--- config.mk ---
export PLATFORM = sky130hd
export DESIGN_NAME = rdy_ctrl
export DESIGN_NICKNAME = d
export VERILOG_FILES = /design/src/rtl/rdy_ctrl_pkg.sv /design/src/rtl/rdy_step_sync.sv /design/src/rtl/rdy_step_fsm.sv /design/src/rtl/rdy_dma_limit.sv /design/src/rtl/rdy_ctrl.sv
export SDC_FILE = /design/constraint.sdc
export NUM_CORES = 1
export LEC_CHECK = 0
export BUFFER_PORTS_ARGS = -buffer_cell sky130_fd_sc_hd__buf_4
export CAP_MARGIN = 40
export CORE_AREA = 5 5 42 44
export CTS_BUF_LIST = sky130_fd_sc_hd__clkbuf_8
export DETAILED_ROUTE_END_ITERATION = 12
export DIE_AREA = 0 0 47 49
export HOLD_SLACK_MARGIN = 0.15
export SETUP_SLACK_MARGIN = 0.1
export SYNTH_ARGS = -nofsm -noshare
export SYNTH_HDL_FRONTEND = slang
export SYNTH_HIERARCHICAL = 1
export SYNTH_SLANG_ARGS = --single-unit
export TNS_END_PERCENT = 5
--- constraint.sdc ---
create_clock -name clk -period 1.95 [get_ports clk]
set_input_delay 0.195 -clock clk [delete_from_list [all_inputs] [get_ports clk]]
set_output_delay 0.195 -clock clk [all_outputs]
set_load 0.01 [all_outputs]
--- src/rtl/rdy_ctrl_pkg.sv ---
package rdy_ctrl_pkg;

  typedef enum logic [1:0] {
    ST_HOLD  = 2'd0,   // next opcode fetch is stopped
    ST_FETCH = 2'd1,   // pending fetch may complete
    ST_EXEC  = 2'd2    // instruction running until next fetch
  } step_st_e;

  // Ready is released only when no source asks for a stall.
  function automatic logic rdy_level(input logic step_hold,
                                     input logic wait_req,
                                     input logic dma_stall);
    return !(step_hold || wait_req || dma_stall);
  endfunction

  // A low ready only freezes the processor on a read cycle.
  function automatic logic frozen(input logic rdy, input logic rnw);
    return !rdy && rnw;
  endfunction

endpackage

--- src/rtl/rdy_step_sync.sv ---
module rdy_step_sync #(
  parameter int STAGES = 2
) (
  input  logic clk,
  input  logic rst_n,
  input  logic btn_i,
  output logic pulse_o
);
  logic [STAGES-1:0] chain;
  logic              last_q;

  for (genvar g = 0; g < STAGES; g++) begin : g_stage
    if (g == 0) begin : g_first
      always_ff @(posedge clk) begin
        if (!rst_n) chain[0] <= 1'b0;
        else        chain[0] <= btn_i;
      end
    end else begin : g_next
      always_ff @(posedge clk) begin
        if (!rst_n) chain[g] <= 1'b0;
        else        chain[g] <= chain[g-1];
      end
    end
  end

  always_ff @(posedge clk) begin
    if (!rst_n) last_q <= 1'b0;
    else        last_q <= chain[STAGES-1];
  end

  assign pulse_o = chain[STAGES-1] && !last_q;
endmodule

--- src/rtl/rdy_step_fsm.sv ---
module rdy_step_fsm
  import rdy_ctrl_pkg::*;
(
  input  logic     clk,
  input  logic     rst_n,
  input  logic     step_mode_i,
  input  logic     sync_i,
  input  logic     rdy_i,
  input  logic     pulse_i,
  output logic     step_hold_o,
  output step_st_e state_o
);
  step_st_e st_q, st_d;
  logic     fetch_done;

  assign fetch_done = sync_i && rdy_i;

  always_comb begin
    st_d = st_q;
    if (!step_mode_i) st_d = ST_HOLD;
    else begin
      unique case (st_q)
        ST_HOLD:  if (pulse_i)    st_d = ST_FETCH;
        ST_FETCH: if (fetch_done) st_d = ST_EXEC;
        ST_EXEC:  if (sync_i)     st_d = ST_HOLD;
        default:                  st_d = ST_HOLD;
      endcase
    end
  end

  always_ff @(posedge clk) begin
    if (!rst_n) st_q <= ST_HOLD;
    else        st_q <= st_d;
  end

  assign step_hold_o = step_mode_i && sync_i && (st_q != ST_FETCH);
  assign state_o     = st_q;

  assert_fetch_from_press_R4: assert property (@(posedge clk) disable iff (!rst_n)
    (st_q == ST_FETCH && $past(st_q) != ST_FETCH) |-> $past(pulse_i));

  assert_exec_after_fetch_R6: assert property (@(posedge clk) disable iff (!rst_n)
    (st_q == ST_EXEC && $past(st_q) == ST_FETCH) |-> $past(sync_i && rdy_i));
endmodule

--- src/rtl/rdy_dma_limit.sv ---
module rdy_dma_limit #(
  parameter int DMA_MAX = 2
) (
  input  logic clk,
  input  logic rst_n,
  input  logic req_i,
  input  logic halted_i,
  output logic stall_o,
  output logic grant_o
);
  localparam int CW = $clog2(DMA_MAX + 1);

  logic [CW-1:0] used_q;
  logic          spent;

  assign spent   = (used_q == CW'(DMA_MAX));
  assign stall_o = req_i && !spent;
  assign grant_o = stall_o && halted_i;

  always_ff @(posedge clk) begin
    if (!rst_n)       used_q <= '0;
    else if (!req_i)  used_q <= '0;
    else if (grant_o) used_q <= used_q + 1'b1;
  end

  // Independent window counter: grants seen since the request rose.
  logic [7:0] seen_q;
  always_ff @(posedge clk) begin
    if (!rst_n || !req_i)          seen_q <= '0;
    else if (grant_o && seen_q != 8'hFF) seen_q <= seen_q + 1'b1;
  end

  assert_grant_budget_R9: assert property (@(posedge clk) disable iff (!rst_n)
    grant_o |-> (32'(seen_q) < DMA_MAX));
endmodule

--- src/rtl/rdy_ctrl.sv ---
module rdy_ctrl
  import rdy_ctrl_pkg::*;
#(
  parameter int BTN_STAGES = 2,
  parameter int DMA_MAX    = 2
) (
  input  logic clk,
  input  logic rst_n,
  input  logic sync_i,
  input  logic rnw_i,
  input  logic step_mode_i,
  input  logic step_btn_i,
  input  logic wait_req_i,
  input  logic dma_req_i,
  output logic rdy_o,
  output logic halted_o,
  output logic dma_grant_o
);
  logic     step_pulse;
  logic     step_hold;
  logic     dma_stall;
  step_st_e step_state;

  rdy_step_sync #(.STAGES(BTN_STAGES)) u_sync (
    .clk     (clk),
    .rst_n   (rst_n),
    .btn_i   (step_btn_i),
    .pulse_o (step_pulse)
  );

  rdy_step_fsm u_fsm (
    .clk         (clk),
    .rst_n       (rst_n),
    .step_mode_i (step_mode_i),
    .sync_i      (sync_i),
    .rdy_i       (rdy_o),
    .pulse_i     (step_pulse),
    .step_hold_o (step_hold),
    .state_o     (step_state)
  );

  rdy_dma_limit #(.DMA_MAX(DMA_MAX)) u_dma (
    .clk      (clk),
    .rst_n    (rst_n),
    .req_i    (dma_req_i),
    .halted_i (halted_o),
    .stall_o  (dma_stall),
    .grant_o  (dma_grant_o)
  );

  assign rdy_o    = rdy_level(step_hold, wait_req_i, dma_stall);
  assign halted_o = frozen(rdy_o, rnw_i);

  assert_grant_halted_R8: assert property (@(posedge clk) disable iff (!rst_n)
    dma_grant_o |-> (!rdy_o && rnw_i));

  assert_fetch_stopped_R3: assert property (@(posedge clk) disable iff (!rst_n)
    (step_mode_i && sync_i && step_state == ST_HOLD) |-> !rdy_o);
endmodule

==> flow_metrics.env, run 1 <==
export IMPL_status="complete, no violations"
export IMPL_worstPathRequired_ns=1.75
export IMPL_start_util_pct=23.13
export IMPL_synth_top_area_share_pct=43.24
export IMPL_grt_max_degree=6
export IMPL_place_area_um2=419.2
export IMPL_hold_class="input port to flop"
export IMPL_swShare_pct=20.47
export IMPL_ctsResizeCount=0
export IMPL_layout_worst_path_cycle_share_pct=84.19
export IMPL_numCtsBuffers=3
export IMPL_syn_nets=42
export IMPL_clockBufferDepth=2
export IMPL_synth_top_cells_by_area="dfxtp_1 (43%), nor2b_4 (8.5%), and2_1 (7.7%)"
export IMPL_crit_slowest_cell="dfxtp_1"
export IMPL_cts_tree="done"
export IMPL_dp_slack_ns=0.4986
export IMPL_drive_gt1_share_pct=40.43
export IMPL_fin_ws_ns=0.3083
export IMPL_p_leak_nw=0.1958
export IMPL_max_freq_ghz=0.6091
export IMPL_grt_setup_unrepaired="no"
export IMPL_ys_seq_area_share_pct=43.24
export IMPL_num_antenna_cells=0
export IMPL_cts_root_buffer="clkbuf_8"
export IMPL_powerDensity_nw_per_um2=845.6
export IMPL_wl_per_cell_um=9.698
export IMPL_synth_edf_count=0
export IMPL_drt_iter0_drc=0
export IMPL_first_pass_iters=1
export IMPL_critPathArrivalTime_ns=1.45
export IMPL_drc=0
export IMPL_setup_tns_final_ns=0
export IMPL_hold_path_depth=2
export IMPL_die_x_um=47
export IMPL_critPathMaxFanout=3
export IMPL_area_growth_pct=43.24
export IMPL_viasPerCell=4.286
export IMPL_cp_depth=6
export IMPL_syn_area_um2=324.1
export IMPL_clkPwrFrac_pct=48.9
export IMPL_grt_usage_pct=6.351
export IMPL_worst_setup_path_type="flop to output pin"
export IMPL_core_area_um2=1401
export IMPL_stdcell_area_um2=464.2
export IMPL_postCtsSetupBuffers=0
export IMPL_rows=14
export IMPL_p_int_mw=0.3122
export IMPL_clk_insertion_delay_late_ns=0.22
export IMPL_drv_slew=0
export IMPL_rr_worst_depth=7
export IMPL_relSlewSlack_pct=78.59
export IMPL_synth_cell_types=19
export IMPL_fin_util_pct=33.13
export IMPL_end_kind="output pin"
export IMPL_slowest_delay_ns=0.33
export IMPL_peakVddDrop_v=0.0003716
export IMPL_comb_power_share_pct=12.3
export IMPL_pwr_share_seq_pct=38.7
export IMPL_max_cap_viol_count=0
export IMPL_crit_buf_inv=2
export IMPL_cp_cell_sequence="inv_1 -> ha_1 -> nor2b_1 -> o31a_1 -> and2_1 -> buf_4"
export IMPL_routed_wl_um=611
export IMPL_htreeDepth=1
export IMPL_post_dp_hpwl_um=485.4
export IMPL_hold_viol=0
export IMPL_grt_pass1_vias=278
export IMPL_start_kind="flop"
export IMPL_die_h_um=49
export IMPL_avgSynthCellArea_um2=9.820
export IMPL_synth_commonest_cells="dfxtp_1 (7), and2_1 (4), nand2_1 (3)"
export IMPL_die_area_um2=2303
export IMPL_ys_flop_type="dfxtp_1"
export IMPL_clk_pin_slew_worst_paths_ns=0.04
export IMPL_port_buffers=10
export IMPL_place_congestion=0.6309
export IMPL_fin_worst_skew_ns=0.0007741
export IMPL_vias=270
export IMPL_place_inst=59
export IMPL_finalCriticalPeriod_ns=1.642
export IMPL_stdcell_count=63
export IMPL_nFillCells=158
export IMPL_ys_warn_count=6
export IMPL_overflow=0
export IMPL_grt_pass1_wl_mm=1.055
export IMPL_cts_sinks=7
export IMPL_ant_nets=0
export IMPL_critPathTopFamily="flip-flops"
export IMPL_finalSetupViolCount=0
export IMPL_fin_nets=57
export IMPL_switching_power_mw=0.08035
export IMPL_antenna_found_initial=0
export IMPL_yosys_area_top_type="dfxtp_1"
export IMPL_ys_async_sr_fraction_pct=0
export IMPL_worst_slew_pin_slew_ns=0.3187
export IMPL_ioPinCount=11
export IMPL_syn_inst=33
export IMPL_yosys_register_bits=7
export IMPL_postCtsHoldBufs=0
export IMPL_yosysMostFrequentCell="dfxtp_1"
==> metrics by stage <==
| stage | hold slack (ns) | power (mW) |
|---|---|---|
| after global placement | 0.4037 | 0.2021 |
| after detailed placement | 0.4085 | 0.2029 |
| after floorplan | 0.3167 | 0.1803 |
| final | 0.1811 | 0.3925 |
| after global routing | 0.1804 | 0.4170 |
| after CTS | 0.1753 | 0.4025 |
==> area by class of cell <==
cell class	count	area (um^2)	share of cell area (%)
flip-flops and latches	7	140.1	30.19
inverters	2	7.507	1.617
clock buffers	3	41.29	8.895
repair buffers	10	75.07	16.17
clock inverters	1	3.754	0.8086
well taps	16	20.02	4.313
multi-input cells	24	176.4	38.01
==> registers in the layout, indices dropped and copies added (netlist names) <==
signal         count
u_dma/used_q       2
u_fsm/state_o      2
u_sync/last_q      1
u_sync/chain       2
==> routing by layer <==
layer | GRT usage, % | vias up | share of wire [%]
met5 | 0 | - | 0
met4 | 2.765 | 0 | 0
met3 | 3.321 | 0 | 3.4
met2 | 10.41 | 4 | 58
met1 | 6.416 | 128 | 38
li1 | - | 138 | -
==> power by group through the flow <==
stage          Clock (mW)  Combinational, mW  Sequential [mW]
6_report            0.192             0.0484            0.152
3_5_place_dp            0             0.0486            0.154
3_3_place_gp            0             0.0480            0.154
4_1_cts             0.201             0.0494            0.152
5_1_grt             0.211             0.0534            0.152
2_1_floorplan           0             0.0267            0.154
==> path summary, 6_finish.rpt <==
kind                                 from                           end  slack, ns
max          u_dma/used_q[0]$_SDFFE_PN0P_                   dma_grant_o       0.31
min                            step_btn_i    u_sync/chain[0]$_SDFF_PN0_       0.18
max reg2reg  u_dma/used_q[0]$_SDFFE_PN0P_  u_dma/used_q[0]$_SDFFE_PN0P_       0.48
min reg2reg    u_sync/chain[0]$_SDFF_PN0_    u_sync/chain[1]$_SDFF_PN0_       0.43
==> cells in the final DEF (no fill, tap or decap), drive strengths merged <==
| master | n |
|---|---|
| buf | 10 |
| dfxtp | 7 |
| and2 | 4 |
| clkbuf | 3 |
| inv | 3 |
| nand2 | 3 |
| nor2b | 3 |
| nor2 | 3 |
| a21oi | 2 |
| nor3 | 1 |
| o31a | 1 |
| a211oi | 1 |
| xnor2 | 1 |
| ha | 1 |
| and3 | 1 |
| nor4 | 1 |
| or3b | 1 |
| nand4b | 1 |
==> cell families after synthesis <==
logic type,share of synthesized area [%]
AO/OA/AOI/OAI,10.81
buffers and inverters,2.317
AND/OR/NAND/NOR,37.07
flip-flops,43.24
XOR/XNOR,2.703
adder cells (fa/ha/maj),3.860
Note: power is estimated with default switching activity, not from simulation.
==> run 2, diff against run 1 <==
clock period = 1.4 ns   (was 1.95 ns; I/O delays follow)
==> run 2 against run 1 <==
  * The flow now finishes with violations (negative setup slack)
  * Sequential cell count stayed put
  * Via count is 8.5% higher
  * First-iteration DRC count stayed put
  * Combinational power is 87% higher
  * Critical path depth is 2 higher
  * Cell count is 7.9% higher
  * Global-route usage is 1.6 points higher
  * Power is 48% higher
  * Sequential power is 40% higher
  * Critical endpoint is now u_dma/used_q[0]$_SDFFE_PN0P_
==> flow_metrics.env, run 2 (synthesis gave the netlist of run 1 again) <==
export IMPL_status="complete, but fails checks"
export IMPL_violations="negative setup slack"
export IMPL_port_buffers=10
export IMPL_p_leak_nw=0.2292
export IMPL_final_common_cell="buf_4"
export IMPL_grt_pass1_vias=293
export IMPL_drt_iter0_drc=0
export IMPL_die_area_um2=2303
export IMPL_grt_use_met3_pct=4.059
export IMPL_place_area_um2=436.7
export IMPL_post_dp_hpwl_um=468.8
export IMPL_critPathMaxFanout=3
export IMPL_rows=14
export IMPL_worst_slew_pin_slew_ns=0.2839
export IMPL_relSlewSlack_pct=80.93
export IMPL_grt_busiest_layer="met2"
export IMPL_max_cap_viol_count=0
export IMPL_cts_root_buffer="clkbuf_8"
export IMPL_drc=0
export IMPL_layout_worst_path_cycle_share_pct=107.3
export IMPL_powerDensity_nw_per_um2=1087
export IMPL_drv_slew=0
export IMPL_drive_gt1_share_pct=53.85
export IMPL_critPathTopFamily="flip-flops"
export IMPL_grt_usage_pct=7.904
export IMPL_ant_nets=0
export IMPL_grt_max_degree=6
export IMPL_hold_viol=0
export IMPL_end_kind="flop"
export IMPL_clk_pin_slew_worst_paths_ns=0.04
export IMPL_cts_tree="done"
export IMPL_place_inst=59
export IMPL_mostFrequentLayoutCells="buf_4 (12), dfxtp_1 (5), and2_1 (4)"
export IMPL_crit_slowest_cell="dfxtp_2"
export IMPL_clockBufferDepth=2
export IMPL_die_h_um=49
export IMPL_timing_critical_path_mode_cell="nor2b_4"
export IMPL_critPathArrivalTime_ns=1.61
export IMPL_routed_wl_um=695
export IMPL_area_growth_pct=64.86
export IMPL_first_pass_iters=1
export IMPL_vias=293
export IMPL_core_area_um2=1401
export IMPL_fin_ws_ns=-0.1028
export IMPL_finalSetupViolCount=4
export IMPL_wl_per_cell_um=10.22
export IMPL_place_congestion=0.6092
export IMPL_hold_class="input port to flop"
export IMPL_stdcell_count=68
export IMPL_finalCriticalPeriod_ns=1.503
export IMPL_antenna_found_initial=0
export IMPL_fin_util_pct=38.13
export IMPL_worst_setup_path_type="flop to flop"
export IMPL_ioPinCount=11
export IMPL_num_antenna_cells=0
export IMPL_cts_sinks=7
export IMPL_max_freq_ghz=0.6654
export IMPL_slowest_delay_ns=0.32
export IMPL_use_met1_pct=7.965
export IMPL_grt_setup_unrepaired="yes"
export IMPL_peakVddDrop_v=0.0006738
export IMPL_fin_nets=62
export IMPL_htreeDepth=1
export IMPL_start_kind="flop"
export IMPL_crit_buf_inv=2
export IMPL_viasPerCell=4.309
export IMPL_grt_pass1_wl_mm=1.214
export IMPL_worstPathRequired_ns=1.51
export IMPL_clk_insertion_delay_late_ns=0.23
export IMPL_start_util_pct=23.13
export IMPL_die_x_um=47
export IMPL_cp_cell_sequence="inv_2 -> ha_4 -> nor2b_4 -> o31a_1 -> buf_4 -> nor2b_4 -> xnor2_1 -> nor2_1"
export IMPL_numCtsBuffers=3
export IMPL_fin_worst_skew_ns=0.0002403
export IMPL_use_met2_pct=10.63
export IMPL_stdcell_area_um2=534.3
export IMPL_overflow=0
## run 2: power by group
part           total, mW  internal [mW]  switching, mW  leakage, nW
Clock              0.277          0.189         0.0877       0.0269
Sequential         0.213          0.208        0.00471       0.0580
Combinational     0.0905         0.0553         0.0352        0.144
Total              0.581          0.453          0.128        0.229
## run 2: timing repair
action	CTS	global route
endpoints found under the hold margin	1	0
pin swaps	2	3
resized for setup	2	1
hold buffers	1	0
buffers inserted	3	1
endpoints found under the setup margin	5	6
## run 2: metrics by stage
stage	TNS, ns	power [mW]	setup WS, ns	hold slack [ns]
floorplan	0	0.2566	0.06020	0.2617
global placement	0	0.2883	0.07013	0.3477
detailed placement	0	0.2884	0.05121	0.3598
CTS	-0.08952	0.5872	-0.05109	0.1510
global route	-0.5439	0.6156	-0.1552	0.1632
finish	-0.2950	0.5806	-0.1028	0.1513
## run 2: routing by layer
metal	wire (um)	vias up
li1	-	148
met1	249	131
met2	357	9
met3	54	5
met4	34	0
met5	0	-
## run 2: worst paths after layout
kind	startpoint	endpoint	slack (ns)	cells after the start
min	rst_n	u_sync/chain[0]$_SDFF_PN0_	0.15	2
max reg2reg	u_dma/used_q[0]$_SDFFE_PN0P_	u_dma/used_q[0]$_SDFFE_PN0P_	-0.10	8
min reg2reg	u_sync/chain[0]$_SDFF_PN0_	u_sync/chain[1]$_SDFF_PN0_	0.42	1
max	u_dma/used_q[0]$_SDFFE_PN0P_	u_dma/used_q[0]$_SDFFE_PN0P_	-0.10	8
## run 2: cell type report
class | instances | area (um^2)
fillers | 157 | 867.1
multi-input cells | 24 | 196.4
flip-flops and latches | 7 | 142.6
repair buffers | 15 | 122.6
clock buffers | 3 | 41.29
well taps | 16 | 20.02
inverters | 2 | 7.507
clock inverters | 1 | 3.754
